### src/rtl/irq_route_pkg.sv
// Shared constants and default line configuration for the interrupt router.
// Assumes 32 core lines, selected by a 5-bit map field, and 3-bit priority levels.
package irq_route_pkg;
    localparam int LINES     = 32;
    localparam int LINE_W    = 5;
    localparam int LVL_W     = 3;
    localparam int NMI_LEVEL = 7;

    // Default build-time priority for each line, packed LVL_W bits per line
    function automatic logic [LINES*LVL_W-1:0] default_prio();
        logic [LINES*LVL_W-1:0] p;
        logic [LVL_W-1:0]       v;
        p = '0;
        for (int j = 0; j < LINES; j++) begin
            if (j < 8)        v = 3'd1;
            else if (j < 16)  v = 3'd2;
            else if (j < 20)  v = 3'd3;
            else if (j < 24)  v = 3'd4;
            else if (j == 24) v = 3'd5;
            else if (j == 25) v = 3'(NMI_LEVEL);
            else              v = 3'd1;
            p[j*LVL_W +: LVL_W] = v;
        end
        return p;
    endfunction
endpackage

### src/rtl/irq_src_matrix.sv
// Source-to-line routing matrix: each masked source bit is ORed onto the
// line its map field selects; parking lines are forced low.
// Assumes map fields are already registered by the caller.
module irq_src_matrix #(
    parameter int                 NUM_SRC   = 6,
    parameter int                 LINES     = 32,
    parameter int                 LINE_W    = 5,
    parameter logic [LINES-1:0]   PARK_MASK = '0
) (
    input  logic [NUM_SRC-1:0]             src_masked,
    input  logic [NUM_SRC-1:0][LINE_W-1:0] map_sel,
    output logic [LINES-1:0]               line_in
);
    // OR every masked source onto its selected line, then drop parked lines
    always_comb begin
        line_in = '0;
        for (int s = 0; s < NUM_SRC; s++) begin
            line_in[map_sel[s]] = line_in[map_sel[s]] | src_masked[s];
        end
        line_in = line_in & ~PARK_MASK;
    end
endmodule

### src/rtl/irq_line_pending.sv
// Per-line pending capture: edge lines latch a rising input until cleared,
// level lines follow their input. Trigger type per line fixed by LINE_EDGE.
// Assumes clr_mask is a one-cycle pulse; a set in the same cycle wins.
module irq_line_pending #(
    parameter int               LINES     = 32,
    parameter logic [LINES-1:0] LINE_EDGE = '0
) (
    input  logic             clk,
    input  logic             rst_n,
    input  logic [LINES-1:0] line_in,
    input  logic [LINES-1:0] clr_mask,
    output logic [LINES-1:0] pending
);
    for (genvar j = 0; j < LINES; j++) begin : g_line
        if (LINE_EDGE[j]) begin : g_edge
            logic prev_q;
            logic pend_q;
            // Track previous input and latch rising edges until cleared
            always_ff @(posedge clk) begin
                if (!rst_n) begin
                    prev_q <= 1'b0;
                    pend_q <= 1'b0;
                end else begin
                    prev_q <= line_in[j];
                    pend_q <= (pend_q & ~clr_mask[j]) | (line_in[j] & ~prev_q);
                end
            end
            assign pending[j] = pend_q;
        end else begin : g_level
            assign pending[j] = line_in[j];
        end
    end
endmodule

### src/rtl/irq_arbiter.sv
// Combinational winner selection: non-maskable line first, otherwise the
// highest priority enabled line above the current level, lowest index on ties.
// Assumes priorities of maskable lines are at least 1.
module irq_arbiter #(
    parameter int                     LINES     = 32,
    parameter int                     LINE_W    = 5,
    parameter int                     LVL_W     = 3,
    parameter int                     NMI_LINE  = 25,
    parameter int                     NMI_LEVEL = 7,
    parameter logic [LINES*LVL_W-1:0] LINE_PRIO = '0
) (
    input  logic [LINES-1:0]  pending,
    input  logic [LINES-1:0]  line_en,
    input  logic [LVL_W-1:0]  cur_level,
    output logic              win_valid,
    output logic              win_nmi,
    output logic [LINE_W-1:0] win_line,
    output logic [LVL_W-1:0]  win_level
);
    // Scan from the top index down so that >= leaves the lowest index on ties
    always_comb begin
        win_valid = 1'b0;
        win_nmi   = 1'b0;
        win_line  = '0;
        win_level = '0;
        for (int j = LINES - 1; j >= 0; j--) begin
            if (j != NMI_LINE && pending[j] && line_en[j]
                && LINE_PRIO[j*LVL_W +: LVL_W] > cur_level
                && (!win_valid || LINE_PRIO[j*LVL_W +: LVL_W] >= win_level)) begin
                win_valid = 1'b1;
                win_line  = LINE_W'(j);
                win_level = LINE_PRIO[j*LVL_W +: LVL_W];
            end
        end
        if (pending[NMI_LINE]) begin
            win_valid = 1'b1;
            win_nmi   = 1'b1;
            win_line  = LINE_W'(NMI_LINE);
            win_level = LVL_W'(NMI_LEVEL);
        end
    end
endmodule

### src/rtl/irq_route_ctrl.sv
// Top of the interrupt router: register port, source status, routing matrix,
// pending capture, arbitration and the registered take/vector outputs.
// Assumes NUM_SRC <= 16 (map registers at word addresses 0x10..0x1F).
module irq_route_ctrl
    import irq_route_pkg::*;
#(
    parameter int                     NUM_SRC   = 6,
    parameter int                     NMI_LINE  = 25,
    parameter logic [LINES-1:0]       PARK_MASK = 32'hFC00_0000,
    parameter logic [LINES-1:0]       LINE_EDGE = 32'hAAAA_AAAA,
    parameter logic [LINES*LVL_W-1:0] LINE_PRIO = default_prio(),
    parameter logic [LINE_W-1:0]      PARK_LINE = 5'd26,
    parameter logic [31:0]            OFF_L1    = 32'h0000_0100,
    parameter logic [31:0]            OFF_HI    = 32'h0000_0180,
    parameter logic [31:0]            OFF_NMI   = 32'h0000_02C0
) (
    input  logic               clk,
    input  logic               rst_n,
    input  logic [NUM_SRC-1:0] src_raw,
    input  logic               wr_en,
    input  logic [7:0]         wr_addr,
    input  logic [31:0]        wr_data,
    input  logic [7:0]         rd_addr,
    output logic [31:0]        rd_data,
    output logic               take,
    output logic [4:0]         take_line,
    output logic [2:0]         take_level,
    output logic [31:0]        take_vec
);
    localparam logic [7:0] A_EN     = 8'h00;
    localparam logic [7:0] A_PEND   = 8'h01;
    localparam logic [7:0] A_LEVEL  = 8'h02;
    localparam logic [7:0] A_BASE   = 8'h03;
    localparam logic [7:0] A_RAW    = 8'h04;
    localparam logic [7:0] A_SRCEN  = 8'h05;
    localparam logic [7:0] A_MASKED = 8'h06;
    localparam logic [7:0] A_MAP    = 8'h10;

    logic [LINES-1:0]               line_en;
    logic [LVL_W-1:0]               cur_level;
    logic [31:0]                    vec_base;
    logic [NUM_SRC-1:0]             src_en;
    logic [NUM_SRC-1:0][LINE_W-1:0] map_sel;
    logic [NUM_SRC-1:0]             src_masked;
    logic [LINES-1:0]               line_in;
    logic [LINES-1:0]               pending;
    logic [LINES-1:0]               clr_mask;
    logic                           win_valid;
    logic                           win_nmi;
    logic [LINE_W-1:0]              win_line;
    logic [LVL_W-1:0]               win_level;

    assign src_masked = src_raw & src_en;

    // Write-1-to-clear from software plus automatic clear of a taken NMI
    always_comb begin
        clr_mask = '0;
        if (wr_en && wr_addr == A_PEND) clr_mask = wr_data;
        if (win_nmi) clr_mask[NMI_LINE] = 1'b1;
    end

    irq_src_matrix #(
        .NUM_SRC   (NUM_SRC),
        .LINES     (LINES),
        .LINE_W    (LINE_W),
        .PARK_MASK (PARK_MASK)
    ) matrix_i (
        .src_masked (src_masked),
        .map_sel    (map_sel),
        .line_in    (line_in)
    );

    irq_line_pending #(
        .LINES     (LINES),
        .LINE_EDGE (LINE_EDGE)
    ) pend_i (
        .clk      (clk),
        .rst_n    (rst_n),
        .line_in  (line_in),
        .clr_mask (clr_mask),
        .pending  (pending)
    );

    irq_arbiter #(
        .LINES     (LINES),
        .LINE_W    (LINE_W),
        .LVL_W     (LVL_W),
        .NMI_LINE  (NMI_LINE),
        .NMI_LEVEL (NMI_LEVEL),
        .LINE_PRIO (LINE_PRIO)
    ) arb_i (
        .pending   (pending),
        .line_en   (line_en),
        .cur_level (cur_level),
        .win_valid (win_valid),
        .win_nmi   (win_nmi),
        .win_line  (win_line),
        .win_level (win_level)
    );

    // Software-written configuration registers
    always_ff @(posedge clk) begin
        if (!rst_n) begin
            line_en  <= '0;
            vec_base <= '0;
            src_en   <= '0;
            for (int s = 0; s < NUM_SRC; s++) map_sel[s] <= PARK_LINE;
        end else if (wr_en) begin
            if (wr_addr == A_EN)    line_en  <= wr_data;
            if (wr_addr == A_BASE)  vec_base <= wr_data;
            if (wr_addr == A_SRCEN) src_en   <= wr_data[NUM_SRC-1:0];
            for (int s = 0; s < NUM_SRC; s++) begin
                if (wr_addr == A_MAP + 8'(s)) map_sel[s] <= wr_data[LINE_W-1:0];
            end
        end
    end

    // Level field: a maskable take raises it, otherwise software may write it
    always_ff @(posedge clk) begin
        if (!rst_n) begin
            cur_level <= '0;
        end else if (win_valid && !win_nmi) begin
            cur_level <= win_level;
        end else if (wr_en && wr_addr == A_LEVEL) begin
            cur_level <= wr_data[LVL_W-1:0];
        end
    end

    // Registered take strobe with line, level and class-based vector
    always_ff @(posedge clk) begin
        if (!rst_n) begin
            take       <= 1'b0;
            take_line  <= '0;
            take_level <= '0;
            take_vec   <= '0;
        end else begin
            take <= win_valid;
            if (win_valid) begin
                take_line  <= win_line;
                take_level <= win_level;
                if (win_nmi)              take_vec <= vec_base + OFF_NMI;
                else if (win_level == 3'd1) take_vec <= vec_base + OFF_L1;
                else                      take_vec <= vec_base + OFF_HI;
            end
        end
    end

    // Register read multiplexer
    always_comb begin
        rd_data = '0;
        case (rd_addr)
            A_EN:     rd_data = line_en;
            A_PEND:   rd_data = pending;
            A_LEVEL:  rd_data = 32'(cur_level);
            A_BASE:   rd_data = vec_base;
            A_RAW:    rd_data = 32'(src_raw);
            A_SRCEN:  rd_data = 32'(src_en);
            A_MASKED: rd_data = 32'(src_masked);
            default: begin
                for (int s = 0; s < NUM_SRC; s++) begin
                    if (rd_addr == A_MAP + 8'(s)) rd_data = 32'(map_sel[s]);
                end
            end
        endcase
    end
endmodule

### config.mk
export PLATFORM = sky130hd
export DESIGN_NAME = irq_route_ctrl
export DESIGN_NICKNAME = d
export VERILOG_FILES = /design/src/rtl/irq_route_pkg.sv /design/src/rtl/irq_src_matrix.sv /design/src/rtl/irq_line_pending.sv /design/src/rtl/irq_arbiter.sv /design/src/rtl/irq_route_ctrl.sv
export SDC_FILE = /design/constraint.sdc
export NUM_CORES = 1
export LEC_CHECK = 0
export ABC_AREA = 1
export BUFFER_PORTS_ARGS = -buffer_cell sky130_fd_sc_hd__buf_2
export CAP_MARGIN = 25
export CELL_PAD_IN_SITES_DETAIL_PLACEMENT = 2
export CELL_PAD_IN_SITES_GLOBAL_PLACEMENT = 2
export CORE_MARGIN = 3
export CORE_UTILIZATION = 29
export CTS_BUF_LIST = sky130_fd_sc_hd__clkbuf_4 sky130_fd_sc_hd__clkbuf_8
export CTS_CLUSTER_SIZE = 24
export DETAILED_ROUTE_END_ITERATION = 8
export PLACE_DENSITY = 0.75
export SLEW_MARGIN = 40
export SYNTH_ARGS = -nofsm -noshare
export SYNTH_HDL_FRONTEND = slang
export SYNTH_SLANG_ARGS = --single-unit
### constraint.sdc
create_clock -name clk -period 6.39 [get_ports clk]
set_clock_uncertainty 0.1 [all_clocks]
set_input_delay 0.639 -clock clk [delete_from_list [all_inputs] [get_ports clk]]
set_output_delay 0.639 -clock clk [all_outputs]
set_load 0.01 [all_outputs]
Yosys cells after proc, flatten, opt, wreduce, memory -nomap -nowiden
Memories as Yosys holds them, arrays and structs flattened. A register that Yosys moved wholly into a read port is not among the register bits. Cells that the tools add are included. W data, S select, Z words.

ROM bits: 32. Memories: 1. Latch bits: 0. Output and inout port bits: 73. Bits of input ports: 57. RAM bits: 0. Flip-flop bits (word level): 173.

Memories: (name not given) (depth 32, bits a word 1, read ports 1, clocked after memory_dff 1, write ports 0, RTL line irq_src_matrix.sv:18) `line_in[map_sel[s]] = line_in[map_sel[s]] | src_masked[s];`.

Mux-type cells: 131. Bitwise logic cells: 79. Shift-type cells: 0. $lt $le $gt $ge: 44. Equal/unequal tests: 23. Multipliers: 0. Reductions and logical operators: 159. Divide/modulo/power cells: 0. Add/sub/neg operators: 3.

Operators with widths (number): $mux W32 (8); $pmux W32 S7 (1); $bwmux W32 (5); $mux W5 (32); $eq A8 B5 Y1 const B (12); $logic_and A1 B1 Y1 (92); $mux W3 (30); $add A32 B9 Y32 const B (2); $mux W1 (44); $ge A2 B3 Y1 const A (12); $lt A5 B6 Y1 const B (6); $add A32 B10 Y32 const B (1); $and A32 B32 Y32 (1); $eq A8 B2 Y1 const B (4); $eq A8 B3 Y1 const B (4); $demux W1 S5 (6); $ge A1 B3 Y1 const A (10); $ge A5 B1 Y1 const B (6); $and A1 B1 Y1 (29); $not A1 Y1 (29); $logic_not A1 Y1 (28); $logic_or A1 B1 Y1 (27); $bmux W1 S5 (5); $or A1 B1 Y1 (19); other kinds (10) (26).

Longest topological paths before layout
Depth in word-level cells: 129. Mapped depth: 74. Mapped depth without buffers: 71.

Modules after synthesis
Synthesis repeated with hierarchy kept, for this count alone.

Cell total of the unflattened synthesis: 2584. Area, all modules: 14856.7 µm².

By module, submodules not included: irq_route_ctrl (cells each 1053, sequential area each 2882.8 µm², area each 7337.0 µm², times used 1); irq_src_matrix (cells each 1148, sequential area each 0.0 µm², area each 5208.7 µm², times used 1); irq_line_pending (cells each 181, sequential area each 640.6 µm², area each 1377.6 µm², times used 1); irq_arbiter (cells each 202, sequential area each 0.0 µm², area each 933.4 µm², times used 1).

Worst setup path after synthesis
Ideal clock, no wire load.

Path kind: input-to-reg. From: in src_raw[0]. To: reg take_vec[7]. Required time: 6174 ps. Path buffers: 9. Data arrival time: 6812 ps. Stages: 60. Slack: -639 ps. Setup time: 116 ps. Path through: nand2_1 > inv_2 > nand2_1 > nor2_1 > a21boi_1 > nand2_1 > nor2_1 > nand2_1 > nor2_4 > buf_6 > nand3_1 > nand3_1 > nand2_1 > nor2_1 > nor2_1 > nor2_1 > buf_2 > buf_4 > (+24 left out) > inv_2 > buf_4 > nand2_1 > o21ai_0 > nor2_1 > o41ai_2 > nand4_4 > nor2_4 > nand2_2 > clkinv_2 > o31ai_1 > nand2_2 > nand3_2 > buf_4 > buf_6 > xor2_1 > o21ai_1 > nand2_1.

Word-level cells in the longest chain between the ends: 127. Elaborated cells between the ends (all ways): 201.

RTL lines: start: declaration (RTL line irq_route_ctrl.sv:19) `input logic [NUM_SRC-1:0] src_raw,`; $and A6 B6 Y6 * (RTL line irq_route_ctrl.sv:53) `assign src_masked = src_raw & src_en;`; $or A1 B1 Y1 * (RTL line irq_src_matrix.sv:18); $and A32 B32 Y32 (no line) *; $bmux W1 S5 (RTL line irq_src_matrix.sv:18); $mux W1 (implied by the code) (RTL line irq_src_matrix.sv:18); $or A1 B1 Y1 (RTL line irq_src_matrix.sv:18); $bwmux W32 * (RTL line irq_src_matrix.sv:18); $bmux W1 S5 (RTL line irq_src_matrix.sv:18); (+111 left out); $ge A1 B3 Y1 / $logic_not A1 Y1 (equally long branches) (RTL line irq_arbiter.sv:29) `&& (!win_valid || LINE_PRIO[j*LVL_W +: LVL_W] >= win_level)) begin`; $logic_or A1 B1 Y1 (RTL line irq_arbiter.sv:29); $logic_and A1 B1 Y1 (RTL line irq_arbiter.sv:29); $mux W3 (RTL line irq_arbiter.sv:27) `if (j != NMI_LINE && pending[j] && line_en[j]`; $mux W3 (RTL line irq_arbiter.sv:35) `if (pending[NMI_LINE]) begin`; $eq A3 B1 Y1 (RTL line irq_route_ctrl.sv:142) `else if (win_level == 3'd1) take_vec <= vec_base + OFF_L1;`; $mux W32 (RTL line irq_route_ctrl.sv:142); $mux W32 (RTL line irq_route_ctrl.sv:141) `if (win_nmi) take_vec <= vec_base + OFF_NMI;`; end signal: assignment (RTL line irq_route_ctrl.sv:141); end signal: assignment (RTL line irq_route_ctrl.sv:142); end signal: assignment (RTL line irq_route_ctrl.sv:143) `else take_vec <= vec_base + OFF_HI;`; end: declaration (RTL line irq_route_ctrl.sv:28) `output logic [31:0] take_vec`.

Mark *: on every way between the ends. The rest lies on a longest branch, timed or not. The select of a mux whose other input is x is not followed. A chain may end at the register's enable or synchronous reset.

Final worst setup path
From: reg map_sel[3] (netlist bit). To: reg take_vec[24].

Word-level cells in the longest chain between the ends: 129. Elaborated cells between the ends (all ways): 204.

RTL lines: start: declaration (RTL line irq_route_ctrl.sv:43) `logic [NUM_SRC-1:0][LINE_W-1:0] map_sel;`; start signal: indexed assignment (RTL line irq_route_ctrl.sv:113) `if (wr_addr == A_MAP + 8'(s)) map_sel[s] <= wr_data[LINE_W-1:0];`; $lt A5 B6 Y1 (implied by the code) / $ge A5 B1 Y1 (equally long branches) (RTL line irq_src_matrix.sv:18); $logic_and A1 B1 Y1 (implied by the code) (RTL line irq_src_matrix.sv:18); $mux W1 (implied by the code) (RTL line irq_src_matrix.sv:18); $demux W1 S5 *; $and A32 B32 Y32 (no line) *; $bmux W1 S5 (RTL line irq_src_matrix.sv:18); $mux W1 (implied by the code) (RTL line irq_src_matrix.sv:18); $or A1 B1 Y1 (RTL line irq_src_matrix.sv:18); (+113 left out); $ge A1 B3 Y1 / $logic_not A1 Y1 (equally long branches) (RTL line irq_arbiter.sv:29); $logic_or A1 B1 Y1 (RTL line irq_arbiter.sv:29); $logic_and A1 B1 Y1 (RTL line irq_arbiter.sv:29); $mux W3 (RTL line irq_arbiter.sv:27); $mux W3 (RTL line irq_arbiter.sv:35); $eq A3 B1 Y1 (RTL line irq_route_ctrl.sv:142); $mux W32 (RTL line irq_route_ctrl.sv:142); $mux W32 (RTL line irq_route_ctrl.sv:141).

Marked as above.

==> impl_results.md <==
* Status: finished with violations
* Violated checks: negative setup slack
* Share of post-route cells with drive strength above 1 at 0.347
* DRC violations left at 0
* Vias post-DR at 23500
* Mapped Area at 14900 sq um
* Max_cap viols at 0
* Largest net degree at the start of global routing at 99
* Final WS setup at -2940 ps
* Crit-path max FO at 9
* Antenna Cells at 0
* Power per cell area at 96.6 nW/um^2
* Worst setup path class: flop to flop
* Starting DRC count in detailed routing at 2384
* Post-route non-filler standard cell count at 3874
* Post-synth top cells: nand2_1 (641), nor2_1 (382), inv_1 (292)
* Vias in the first global route at 23000
* Dpl hpwl at 69.8 mm
* Share of the synthesized area in the top cell type at 0.233
* Synth Flop Type: dfxtp_1
* CTS buffer count at 17
* Post-synthesis cell count at 2617
* Global-route wire length before repair at 142 mm
* Simple-Gate Fraction of Synth Area at 0.414
* Hold buffers post-CTS at 0
* Ranking of synthesized cells by area: dfxtp_1 (23%), nand2_1 (16%), nor2_1 (9.7%)
* Placeable Area at 50400 sq um
* Largest family of logic cells by synthesized area: simple AND/OR/NAND/NOR gates
* Horiz. Die Dim at 232 um
* RSZ-0062 raised after global routing: true
* Root Driver: clkbuf_8
* Yosys reg bits at 173
* Critical-path top delay cell: dfxtp_4
* FF-to-FF Start: map_sel[3]$_SDFFE_PN1P_
* FMAX at 107 MHz
* Syn Area/Cell at 5.67 sq um
* Worst hold path depth at 3
* DR pass1 iterations at 5
* Worst path max stage delay at 400 ps
* Final worst-path cycle share at 1.46
* Vias per cell at 6.07
* Gr usage total at 0.341
* Crit path launch type: flop
* RePlAce Congestion at 0.926
* Grt ovf at 0
* Nets at 3254
* Die Area at 54000 sq um
* Worst hold-check path type: input port to flop
* CP Launch Point: map_sel[3]$_SDFFE_PN1P_
* Port bufs at 129
* Top Ports at 130
* Starting Density at 0.295
* Critical Path Most Common Cell: nand2_1
* Synthesized net count at 2681
* Die Y at 232 um
* Hold Path Origin: wr_data[28]
* CP Capture Type: flop
* Hold Path End: line_en[28]$_SDFFE_PN0P_
* Area grow syn2layout at 54.7%
* Final Hold Viols at 0
* Worst reg2reg path depth at 72
* Asr flop ratio synth at 0
* Post-place setup slack at -2490 ps
* Synth Area in XOR/XNOR at 0.0372
* Relative slew slack at 0.283
* Worst r2r dst: take_vec[24]$_SDFFE_PN0P_
* Wirelength per Cell at 30.9 um
* Count of cell types in the netlist at 51
* Worst vdd ir at 0.000338 V
* Clk pin slew, worst setup/hold paths at 130 ps
* Hold slack at 259 ps
* Worst slew pin tran at 1070 ps
* Post-synth EDFFs at 0
* Worst-Skew Late Latency at 570 ps
* CTS Sinks at 173
* # setup viols final at 83
* Final setup TNS at -167060 ps
* CP required at 6810 ps
* # fillers at 5946
* Final ANT Viol Nets at 0
* Initial antenna violation count at 3
* Static leakage at 0.0103 uW
* Post-synth top area cell: dfxtp_1
* Final min period at 9330 ps
* Slew Limit Fails at 0
* Reg2reg setup slack at -2940 ps
* Multiplexer area fraction after synthesis at 0
* Yosys warning total at 0
* CTS tree: done
* Compound-Gate Fraction of Synth Area at 0.192
* Critical Path AT at 9740 ps
* Post-synthesis sequential area ratio at 0.233
* Adder-cell share of the synthesized area at 0.00590
* H-tree depth at 4
* Rows at 82
* Routed WL at 120 mm
* Clock buffer depth at 2
* Most frequent cell after synthesis: nand2_1
* Placed cell count at 3731
==> sequential cells by signal (all words and copies together) (netlist names) <==
| register | flops |
|---|---|
| take_vec | 32 |
| cur_level | 3 |
| src_en | 6 |
| pend_i.g_line.g_edge.prev_q | 13 |
| vec_base | 32 |
| take_level | 3 |
| take | 1 |
| line_en | 32 |
| take_line | 5 |
| pend_i.g_line.g_edge.pend_q | 16 |
| map_sel | 30 |
==> kinds of logic after synthesis <==
logic type	Yosys count
simple gates	1436
compound gates	504
buf+inv	434
flops	173
xor+xnor	63
fa+ha+maj	7
==> report_power, final <==
group          internal [uW]  total [uW]  switching [uW]
clock                    432         965             533
combinational           56.0         175             119
sequential              1080        1080            2.64
==> how the worst max path moves through the flow <==
stage / cells past startpoint / to
2_1_floorplan: 62 / take_vec[7]$_SDFFE_PN0P_
3_3_place_gp: 65 / take_vec[23]$_SDFFE_PN0P_
3_5_place_dp: 67 / take_vec[11]$_SDFFE_PN0P_
4_1_cts: 68 / take_vec[15]$_SDFFE_PN0P_
5_1_grt: 75 / take_vec[15]$_SDFFE_PN0P_
6_report: 72 / take_vec[24]$_SDFFE_PN0P_
==> routing by layer <==
metal | share of wire | vias to the layer above | global-route usage
li1 | - | 9735 | -
met1 | 0.39 | 12000 | 0.454
met2 | 0.47 | 1338 | 0.562
met3 | 0.076 | 486 | 0.0514
met4 | 0.063 | 2 | 0.113
met5 | 0.00011 | - | 0
==> cell type report <==
| cell class | instances | area (sq um) | area share |
|---|---|---|---|
| Clock buffer | 23 | 298 | 0.0130 |
| Clock inverter | 8 | 129 | 0.00561 |
| Inverter | 319 | 1250 | 0.0543 |
| Multi-Input combinational cell | 2010 | 11600 | 0.503 |
| Sequential cell | 173 | 3490 | 0.152 |
| Tap cell | 672 | 841 | 0.0366 |
| Timing Repair Buffer | 669 | 5410 | 0.236 |
==> through the flow <==
| stage | util | area (sq um) | total power, uW |
|---|---|---|---|
| 3_3_place_gp | 0.384 | 19400 | 1230 |
| 2_1_floorplan | - | 15100 | 1160 |
| 6_report | 0.456 | 23000 | 2220 |
| 5_1_grt | 0.456 | 23000 | 2250 |
| 3_5_place_dp | 0.384 | 19400 | 1230 |
| 4_1_cts | 0.413 | 20800 | 2130 |
==> cell usage in the layout (no fill, tap or decap), drive strengths merged, types with 3 or more instances in the layout <==
cell | Yosys | layout
a2111oi | 3 | 3
a21oi | 110 | 110
a221oi | 5 | 5
a31oi | 5 | 5
buf | 40 | 660
bufinv | 0 | 3
clkbuf | 75 | 32
clkinv | 7 | 10
dfxtp | 173 | 173
ha | 7 | 7
inv | 312 | 313
nand2 | 647 | 647
nand3 | 261 | 261
nand3b | 21 | 21
nand4 | 51 | 51
nor2 | 386 | 386
nor3 | 50 | 50
nor4 | 7 | 7
o2111ai | 4 | 4
o211ai | 22 | 22
o21ai | 272 | 272
o21bai | 11 | 11
o221ai | 23 | 23
o22ai | 27 | 27
o31ai | 12 | 12
or2 | 12 | 12
xnor2 | 7 | 7
xor2 | 56 | 56
==> critical path: cells and delay by family, from the launching register on <==
kind                   cells  cell delay, ps
AOI/OAI and AO/OA          5             730
buffers and inverters     17            2220
and+or+nand+nor           50            5780
DFF                        1             400
==> repair_timing <==
action / CTS / global route
endpoints found under the setup margin: 83 / 83
pin swaps: 25 / 151
setup buffers: 44 / 58
cloned: 11 / 10
gates resized for setup: 117 / 410
Note: power is estimated with default switching activity, not from simulation.
